--- config.mk ---
export PLATFORM = sky130hd
export DESIGN_NAME = flash_pulse_timer
export DESIGN_NICKNAME = d
export VERILOG_FILES = /design/src/rtl/fpt_pkg.sv /design/src/rtl/fpt_prescaler.sv /design/src/rtl/fpt_tick_counter.sv /design/src/rtl/fpt_recovery.sv /design/src/rtl/flash_pulse_timer.sv
export SDC_FILE = /design/constraint.sdc
export NUM_CORES = 1
export LEC_CHECK = 0
export BUFFER_PORTS_ARGS = -buffer_cell sky130_fd_sc_hd__buf_2
export CAP_MARGIN = 15
export CORE_MARGIN = 2
export CORE_UTILIZATION = 28
export DETAILED_ROUTE_END_ITERATION = 8
export PLACE_DENSITY = 0.49
export SYNTH_ARGS = -nofsm -noshare
export SYNTH_HDL_FRONTEND = slang
export SYNTH_SLANG_ARGS = --single-unit
--- constraint.sdc ---
create_clock -name clk_i -period 3.4 [get_ports clk_i]
set_input_delay 0.17 -clock clk_i [delete_from_list [all_inputs] [get_ports clk_i]]
set_output_delay 0.17 -clock clk_i [all_outputs]
set_load 0.1 [all_outputs]
--- src/rtl/fpt_pkg.sv ---
package fpt_pkg;

  typedef enum logic [1:0] {
    ST_IDLE  = 2'd0,
    ST_PULSE = 2'd1,
    ST_RECOV = 2'd2
  } fpt_state_e;

  // period: clocks per prescaler cycle; frac: two ticks per cycle (R = 3/2)
  typedef struct packed {
    logic [2:0] period;
    logic       frac;
  } fpt_scale_t;

  function automatic logic range_ok(input logic [2:0] code);
    return (code >= 3'b001) && (code <= 3'b101);
  endfunction

  function automatic fpt_scale_t range_decode(input logic [2:0] code);
    fpt_scale_t s;
    s.frac = 1'b0;
    unique case (code)
      3'b001:  s.period = 3'd1;
      3'b010:  begin s.period = 3'd3; s.frac = 1'b1; end
      3'b011:  s.period = 3'd2;
      3'b100:  s.period = 3'd3;
      3'b101:  s.period = 3'd4;
      default: s.period = 3'd1;
    endcase
    return s;
  endfunction

endpackage

--- src/rtl/fpt_prescaler.sv ---
module fpt_prescaler
  import fpt_pkg::*;
(
  input  logic       clk_i,
  input  logic       rst_ni,
  input  logic       run_i,
  input  fpt_scale_t scale_i,
  output logic       tick_o
);

  logic [2:0] phase_q;
  logic       wrap;

  assign wrap = (phase_q == scale_i.period - 3'd1);

  always_ff @(posedge clk_i or negedge rst_ni) begin
    if (!rst_ni)     phase_q <= '0;
    else if (!run_i) phase_q <= '0;
    else if (wrap)   phase_q <= '0;
    else             phase_q <= phase_q + 3'd1;
  end

  // tick sits at the end of each interval: fractional mode ticks on phases 1 and 2
  always_comb begin
    if (!run_i)            tick_o = 1'b0;
    else if (scale_i.frac) tick_o = (phase_q != 3'd0);
    else                   tick_o = wrap;
  end


  no_double_tick_chk: assert property (@(posedge clk_i) disable iff (!rst_ni)
    (run_i && !scale_i.frac && scale_i.period >= 3'd2 && tick_o) |=> !tick_o);


  frac_gap_chk: assert property (@(posedge clk_i) disable iff (!rst_ni)
    (run_i && scale_i.frac && phase_q == 3'd0) |-> !tick_o);

endmodule

--- src/rtl/fpt_tick_counter.sv ---
module fpt_tick_counter #(
  parameter int unsigned CNT_W = 26
) (
  input  logic             clk_i,
  input  logic             rst_ni,
  input  logic             clear_i,
  input  logic             tick_i,
  input  logic [CNT_W-1:0] target_i,
  output logic             last_o
);

  logic [CNT_W-1:0] cnt_q;

  assign last_o = tick_i && (cnt_q == target_i - CNT_W'(1));

  always_ff @(posedge clk_i or negedge rst_ni) begin
    if (!rst_ni)      cnt_q <= '0;
    else if (clear_i) cnt_q <= '0;
    else if (tick_i)  cnt_q <= cnt_q + CNT_W'(1);
  end


  cnt_in_range_chk: assert property (@(posedge clk_i) disable iff (!rst_ni)
    !clear_i |-> (cnt_q < target_i));

endmodule

--- src/rtl/fpt_recovery.sv ---
module fpt_recovery #(
  parameter int unsigned RECOV_CYC = 128
) (
  input  logic clk_i,
  input  logic rst_ni,
  input  logic run_i,
  output logic end_o
);

  localparam int unsigned RC_W = (RECOV_CYC > 1) ? $clog2(RECOV_CYC) : 1;

  logic [RC_W-1:0] cnt_q;

  assign end_o = run_i && (cnt_q == RC_W'(RECOV_CYC - 1));

  always_ff @(posedge clk_i or negedge rst_ni) begin
    if (!rst_ni)     cnt_q <= '0;
    else if (!run_i) cnt_q <= '0;
    else             cnt_q <= cnt_q + RC_W'(1);
  end


  recov_bound_chk: assert property (@(posedge clk_i) disable iff (!rst_ni)
    run_i |-> (32'(cnt_q) < RECOV_CYC));

endmodule

--- src/rtl/flash_pulse_timer.sv ---
module flash_pulse_timer
  import fpt_pkg::*;
#(
  parameter int unsigned MULT_W    = 7,
  parameter int unsigned EXP_W     = 2,
  parameter int unsigned BASE_EXP  = 5,
  parameter int unsigned ERASE_EXP = 10,
  parameter int unsigned RECOV_CYC = 128
) (
  input  logic              clk_i,
  input  logic              rst_ni,
  input  logic              start_i,
  input  logic [2:0]        range_sel_i,
  input  logic [EXP_W-1:0]  exp_sel_i,
  input  logic [MULT_W-1:0] mult_sel_i,
  input  logic              erase_i,
  output logic              pulse_o,
  output logic              busy_o,
  output logic              done_o,
  output logic              err_o
);

  localparam int unsigned MAX_SH = BASE_EXP + (2**EXP_W - 1) + ERASE_EXP;
  localparam int unsigned CNT_W  = MULT_W + 1 + MAX_SH;
  localparam int unsigned SH_W   = $clog2(MAX_SH + 1);

  fpt_state_e       state_q;
  fpt_scale_t       scale_q;
  logic [CNT_W-1:0] target_q;
  logic             done_q, err_q;
  logic             tick, last_tick, recov_end, accept;
  logic [SH_W-1:0]  shamt;
  logic [CNT_W-1:0] mult_ext;

  assign accept   = (state_q == ST_IDLE) && start_i && range_ok(range_sel_i);
  assign shamt    = SH_W'(BASE_EXP) + SH_W'(exp_sel_i) + (erase_i ? SH_W'(ERASE_EXP) : '0);
  assign mult_ext = CNT_W'(mult_sel_i) + CNT_W'(1);

  always_ff @(posedge clk_i or negedge rst_ni) begin
    if (!rst_ni) begin
      state_q  <= ST_IDLE;
      scale_q  <= '0;
      target_q <= CNT_W'(1);
      done_q   <= 1'b0;
      err_q    <= 1'b0;
    end else begin
      done_q <= 1'b0;
      unique case (state_q)
        ST_IDLE: begin
          if (start_i) begin
            if (range_ok(range_sel_i)) begin
              state_q  <= ST_PULSE;
              scale_q  <= range_decode(range_sel_i);
              target_q <= mult_ext << shamt;
              err_q    <= 1'b0;
            end else begin
              err_q <= 1'b1;
            end
          end
        end
        ST_PULSE: if (last_tick) state_q <= ST_RECOV;
        ST_RECOV: if (recov_end) begin
          state_q <= ST_IDLE;
          done_q  <= 1'b1;
        end
        default: state_q <= ST_IDLE;
      endcase
    end
  end

  fpt_prescaler u_presc (
    .clk_i   (clk_i),
    .rst_ni  (rst_ni),
    .run_i   (state_q == ST_PULSE),
    .scale_i (scale_q),
    .tick_o  (tick)
  );

  fpt_tick_counter #(.CNT_W(CNT_W)) u_ticks (
    .clk_i    (clk_i),
    .rst_ni   (rst_ni),
    .clear_i  (state_q != ST_PULSE),
    .tick_i   (tick),
    .target_i (target_q),
    .last_o   (last_tick)
  );

  fpt_recovery #(.RECOV_CYC(RECOV_CYC)) u_recov (
    .clk_i  (clk_i),
    .rst_ni (rst_ni),
    .run_i  (state_q == ST_RECOV),
    .end_o  (recov_end)
  );

  assign pulse_o = (state_q == ST_PULSE);
  assign busy_o  = (state_q != ST_IDLE);
  assign done_o  = done_q;
  assign err_o   = err_q;


  refused_start_chk: assert property (@(posedge clk_i) disable iff (!rst_ni)
    (start_i && !busy_o && !range_ok(range_sel_i)) |=> (!busy_o && err_o));


  recov_follows_pulse_chk: assert property (@(posedge clk_i) disable iff (!rst_ni)
    $fell(pulse_o) |-> (busy_o && !done_o));


  done_after_recov_chk: assert property (@(posedge clk_i) disable iff (!rst_ni)
    done_o |-> (!busy_o && $past(busy_o) && !$past(pulse_o)));


  cfg_hold_chk: assert property (@(posedge clk_i) disable iff (!rst_ni)
    (pulse_o && $past(pulse_o)) |-> ($stable(target_q) && $stable(scale_q)));


  busy_err_stable_chk: assert property (@(posedge clk_i) disable iff (!rst_ni)
    (busy_o && $past(busy_o)) |-> $stable(err_o));

endmodule

# == Word-level counts from Yosys, hierarchy flattened ==
# Cells that the tools add are included.
# totals
latchBits,0
ramBits,0
mem_bits_ro,0
input_bits,16
reg_bits,70
wordCells,63
output_inout_bits,4
n_memories,0
# classes
shifts,1
bitwise,0
add_sub_neg,8
n_reduce_logical,11
div_mod_pow,0
eq_ne,14
n_mux,18
mul,0
order_cmp,2
# ops
operator,n
2-to-1 mux 26 bit,2
adder 26 x 1 -> 26 bit (second input constant),1
== test 26 bit,1
left shift 8 x 5 -> 26 bit,1
subtractor 26 x 1 -> 26 bit (second input constant),1
case mux 3 bit (3 select lines),1
adder 7 x 1 -> 8 bit (second input constant),1
2-to-1 mux 2 bit,4
adder 7 x 1 -> 7 bit (second input constant),1
== test 7 bit (second input constant),1
2-to-1 mux 7 bit,1
== test 3 x 2 -> 1 bit (second input constant),2
== test 3 bit (second input constant),2
2-to-1 mux 1 bit,6
2-to-1 mux 3 bit,2
!= test 2 bit (second input constant),3
case mux 2 bit (3 select lines),1
adder 4 x 4 -> 5 bit,1
adder 3 x 2 -> 4 bit (first input constant),1
2-to-1 mux 4 bit,1
!= test 2 x 1 -> 1 bit (second input constant),2
AND reduction 4 bit,1
nonzero test 2 bit,2
adder 3 x 1 -> 3 bit (second input constant),1
12 further kinds,14

# == Logic depth before layout (Yosys ltp) ==
# logic_depth
depth_word,7
ltp_mapped,11
mapped_depth_nobuf,10

# == Hierarchy ==
# Synthesis repeated with hierarchy kept, for this count alone.
# unflattened
hier_cells,540
area_unflattened_um2,4892.2
# modules_own_cells
mod,area_per_inst_um2,cells_per_inst,n_inst,seq_area_each_um2
fpt_tick_counter,2153.3,249,1,650.6
flash_pulse_timer,2144.6,233,1,852.1
fpt_recovery,310.3,28,1,175.2
fpt_prescaler,284.0,30,1,75.1

# == Worst setup path before layout ==
# OpenSTA, ideal clock, no wires.
# synth_timing
kind,reg-to-reg
startpoint,reg target_q[7]
endpoint,reg state_q[0]
required_time_ns,3.257
path_stages_with_launch,11
slack_ns,0.417
path_buffers,2
synth_period_minus_slack_ns,2.983
t_arrival_ns,2.840
setup_time_ns,0.143
path_cell_list,dfrtp_1 -> buf_6 -> or4_1 -> buf_2 -> nor4_4 -> nand3_1 -> mux2i_1 -> or3b_2 -> a31o_2 -> nor4_2 -> o21ai_0
# synth_via
elab_chain_len,5
# synth_rtl
item,line,text
from (decl),flash_pulse_timer.sv:29,logic [CNT_W-1:0] target_q;
from (signal assigned),flash_pulse_timer.sv:54,target_q <= mult_ext << shamt;
subtractor 26 x 1 -> 26 bit,fpt_tick_counter.sv:14,assign last_o = tick_i && (cnt_q == target_i - CNT_W'(1));
== test 26 bit,fpt_tick_counter.sv:14,
logical AND 1 bit,fpt_tick_counter.sv:14,
!= test 2 bit (no line),-,
AND reduction 4 bit (no line),-,
to (signal assigned),flash_pulse_timer.sv:41,state_q <= ST_IDLE;
to (signal assigned),flash_pulse_timer.sv:52,state_q <= ST_PULSE;
to (signal assigned),flash_pulse_timer.sv:61,ST_PULSE: if (last_tick) state_q <= ST_RECOV;
to (decl),flash_pulse_timer.sv:27,fpt_state_e state_q;
# No other way between the ends.
# A chain may end at the register's enable or synchronous reset.

# == Worst setup path after layout ==
# layout_timing
startpoint,reg target_q[5]
endpoint,reg state_q[0]
# The elaborated chain is that of the path after synthesis.

==> impl_metrics.toml <==
[synth]
syn_inst = 575
yosysSeqAreaShare_pct = 36.8
yosys_most_used_dff = "dfrtp_1"
yosysUniqueCellTypes = 64
synth_nets = 600
ys_ff_latch = 70
syn_area_mm2 = 0.00477
yosys_warnings = 0
avgSynthCellArea_um2 = 8.29
ys_async_sr_fraction_pct = 100
synth_edf_count = 0

[floorplanning]
io_pins = 20
core_area_mm2 = 0.0166
die_h_um = 135
fp.dieW_um = 135
core.rowCount = 47
initial_core_util_pct = 28.7
dieArea_mm2 = 0.0181

[worst_hold_path]
hold_class = "input port to flop"

[layout]
diodes = 0
layout_commonest_cell = "nor2_1"
final_cell_mix = "nor2_1 (74), dfrtp_1 (69), nand2_1 (53)"
fin_nets = 605
n_fill_cell = 1717
syn2layout_area_growth_pct = 13.4
drive_above_1_share_pct = 10.8
stdcell_area_mm2 = 0.00541

[detailed_routing]
ant_nets = 0
viasPerCell = 5.03
wl_met3_um = 361
top_layer = "met4"
drt_first_pass_iters = 4
wirelength_mm = 12.1
drtIter0Drc = 302
wl_per_cell_um = 15.0
post-route-drc-count = 0
vias = 4048
drt-met1-wl_mm = 6.18
wl_met2_mm = 5.30

[setup_path]
cp_top_family = "simple AND/OR/NAND/NOR gates"
critPathLaunchType = "flop"
critical-path-max-stage-delay_ns = 0.71
required_ns = 3.60
slowest_stage = "or4_1"
critical_path.endpoint_type = "flop"
path_max_fanout = 6
critPathArrivalTime_ns = 3.34
crit_buf_inv = 0
path_class = "flop to flop"
worstPathCellList = "or4_1 -> nor4_4 -> nand3_1 -> mux2i_1 -> or3b_2 -> a31o_2 -> nor4_2 -> o21ai_0"

[timing]
timing.slew.headroom_pct = 44.7
post-route-period-util_pct = 92.2
clock-skew-final_ns = 0.00688
finalHoldViolCount = 0
finalCriticalPeriod_ns = 3.13
drv_slew = 0
rsz0062_at_grt = "no"
tns_ns = 0
fmax_mhz = 319
tightest_slew_ns = 0.830
setup_viol = 0

[global_route]
grt-ovfl-total = 0
grt_pass1_wl_mm = 20.2
antenna_found_initial = 0
grt_start_max_net_pins = 37
grtUsageTotal_pct = 14.0
grt_pass1_vias = 3882

[power]
pwr-share-seq_pct = 30.1
pwr-share-comb_pct = 47.0
power.leakage_nw = 2.25
pwr-share-clk_pct = 22.9
power_switching_mw = 1.93
ir_drop_mv = 0.313
power_density_mw_per_mm2 = 836
power.share.switching_pct = 42.8
p_int_mw = 2.59

[placement]
gp_congestion = 0.906
place_area_mm2 = 0.00507
numPortBuffers = 19
dp_hpwl_mm = 9.25

[flow_run]
drv_cap = 0

[clock_tree]
post_cts_buffers = 0
path_clk_slew_ns = 0.06
h-tree-depth = 3
clkLatencyLatePin_ns = 0.33
cts_tree = "built"
clk_path_buf_depth = 2
cts_buffers = 9
clock_sinks = 70
root_buffer = "clkbuf_16"

[run_status]
outcome = "finished clean"
[state kept, by name (all words and copies together), names as in the netlist]
signal,cells
scale_q,4
u_recov.cnt_q,7
u_presc.phase_q,3
target_q,26
u_ticks.cnt_q,26
err_o,1
done_o,1
state_q,2
[worst reg2reg max path, cell delays in order (launching register included)]
cell and delay [ns]:
dfrtp_1 0.44, or4_1 0.71, nor4_4 0.35, nand3_1 0.20
mux2i_1 0.16, or3b_2 0.48, a31o_2 0.26, nor4_2 0.31
o21ai_0 0.11
[metrics by stage]
stage,power (mW),cells,hold WS (ns),utilization (%),worst slack (ns)
after floorplan,2.94,575,-0.126,-,0.417
after global placement,3.47,788,0.307,30.4,0.325
after detailed placement,3.49,788,0.311,30.4,0.289
after CTS,4.56,805,0.0718,32.5,0.278
after global routing,4.89,805,0.0895,32.5,0.127
final,4.52,805,0.0862,32.5,0.265
[power by group through the flow]
stage | combinational, mW | clock [mW] | sequential, mW
finish | 2.12 | 1.04 | 1.36
global route | 2.39 | 1.10 | 1.40
CTS | 2.13 | 1.07 | 1.36
detailed placement | 2.12 | 0 | 1.37
global placement | 2.11 | 0 | 1.36
floorplan | 1.66 | 0 | 1.28
[per-layer routing]
layer	global-route usage, %	up-vias
met5	0	-
met2	21.3	72
li1	-	2027
met1	20.1	1931
met3	2.52	18
met4	4.56	0
[final timing paths]
| kind | from | end | slack, ns | depth (start not counted) |
|---|---|---|---|---|
| worst min register to register | u_recov.cnt_q[0] | u_recov.cnt_q[0] | 0.47 | 1 |
| worst max-delay path | target_q[5] | state_q[0] | 0.27 | 8 |
| max in group asynchronous | rst_ni | u_presc.phase_q[2] | 1.94 | 3 |
| worst min-delay path | range_sel_i[0] | scale_q[0] | 0.09 | 2 |
| worst max register to register | target_q[5] | state_q[0] | 0.27 | 8 |
| min in group asynchronous | rst_ni | u_ticks.cnt_q[9] | 0.47 | 2 |
[cell type report]
cell class / count / area [µm²] / share of cell area [%]
Inverter: 23 / 86.3 / 1.60
Clock buffer: 10 / 239 / 4.42
Timing Repair Buffer: 29 / 173 / 3.19
Multi-Input combinational cell: 447 / 2790 / 51.6
Clock inverter: 6 / 92.6 / 1.71
Sequential cell: 70 / 1750 / 32.4
Tap cell: 220 / 275 / 5.09
[cell families after synthesis]
logic type      after synthesis  synth area share (%)
buf+inv                      58                  4.75
mux                          12                  2.62
simple gates                248                  26.2
fa+ha+maj                     9                  2.52
flops                        70                  36.8
compound gates              113                  15.2
xor+xnor                     65                  11.9
[cell usage after synthesis, types with 8 or more instances]
cell      instances  area share [%]
nand4_1          11             1.4
mux2i_1           8             1.7
clkbuf_1         33             2.6
xnor2_1          38             7.0
xor2_1           27             5.0
nor2_1           74             5.8
o21ai_0          43             4.5
inv_1            23             1.8
ha_1              8             2.1
nand2b_1         10             1.3
nand2_1          53             4.2
dfrtp_1          69              36
nor3_1           20             2.1
nand3_1          25             2.6
a21oi_1          19             2.0
[repair_timing]
action,4_1_cts,5_1_grt
resized for setup,0,0
hold endpoints to repair,33,0
hold buffers,1,0
(Power assumes the default switching activity.)
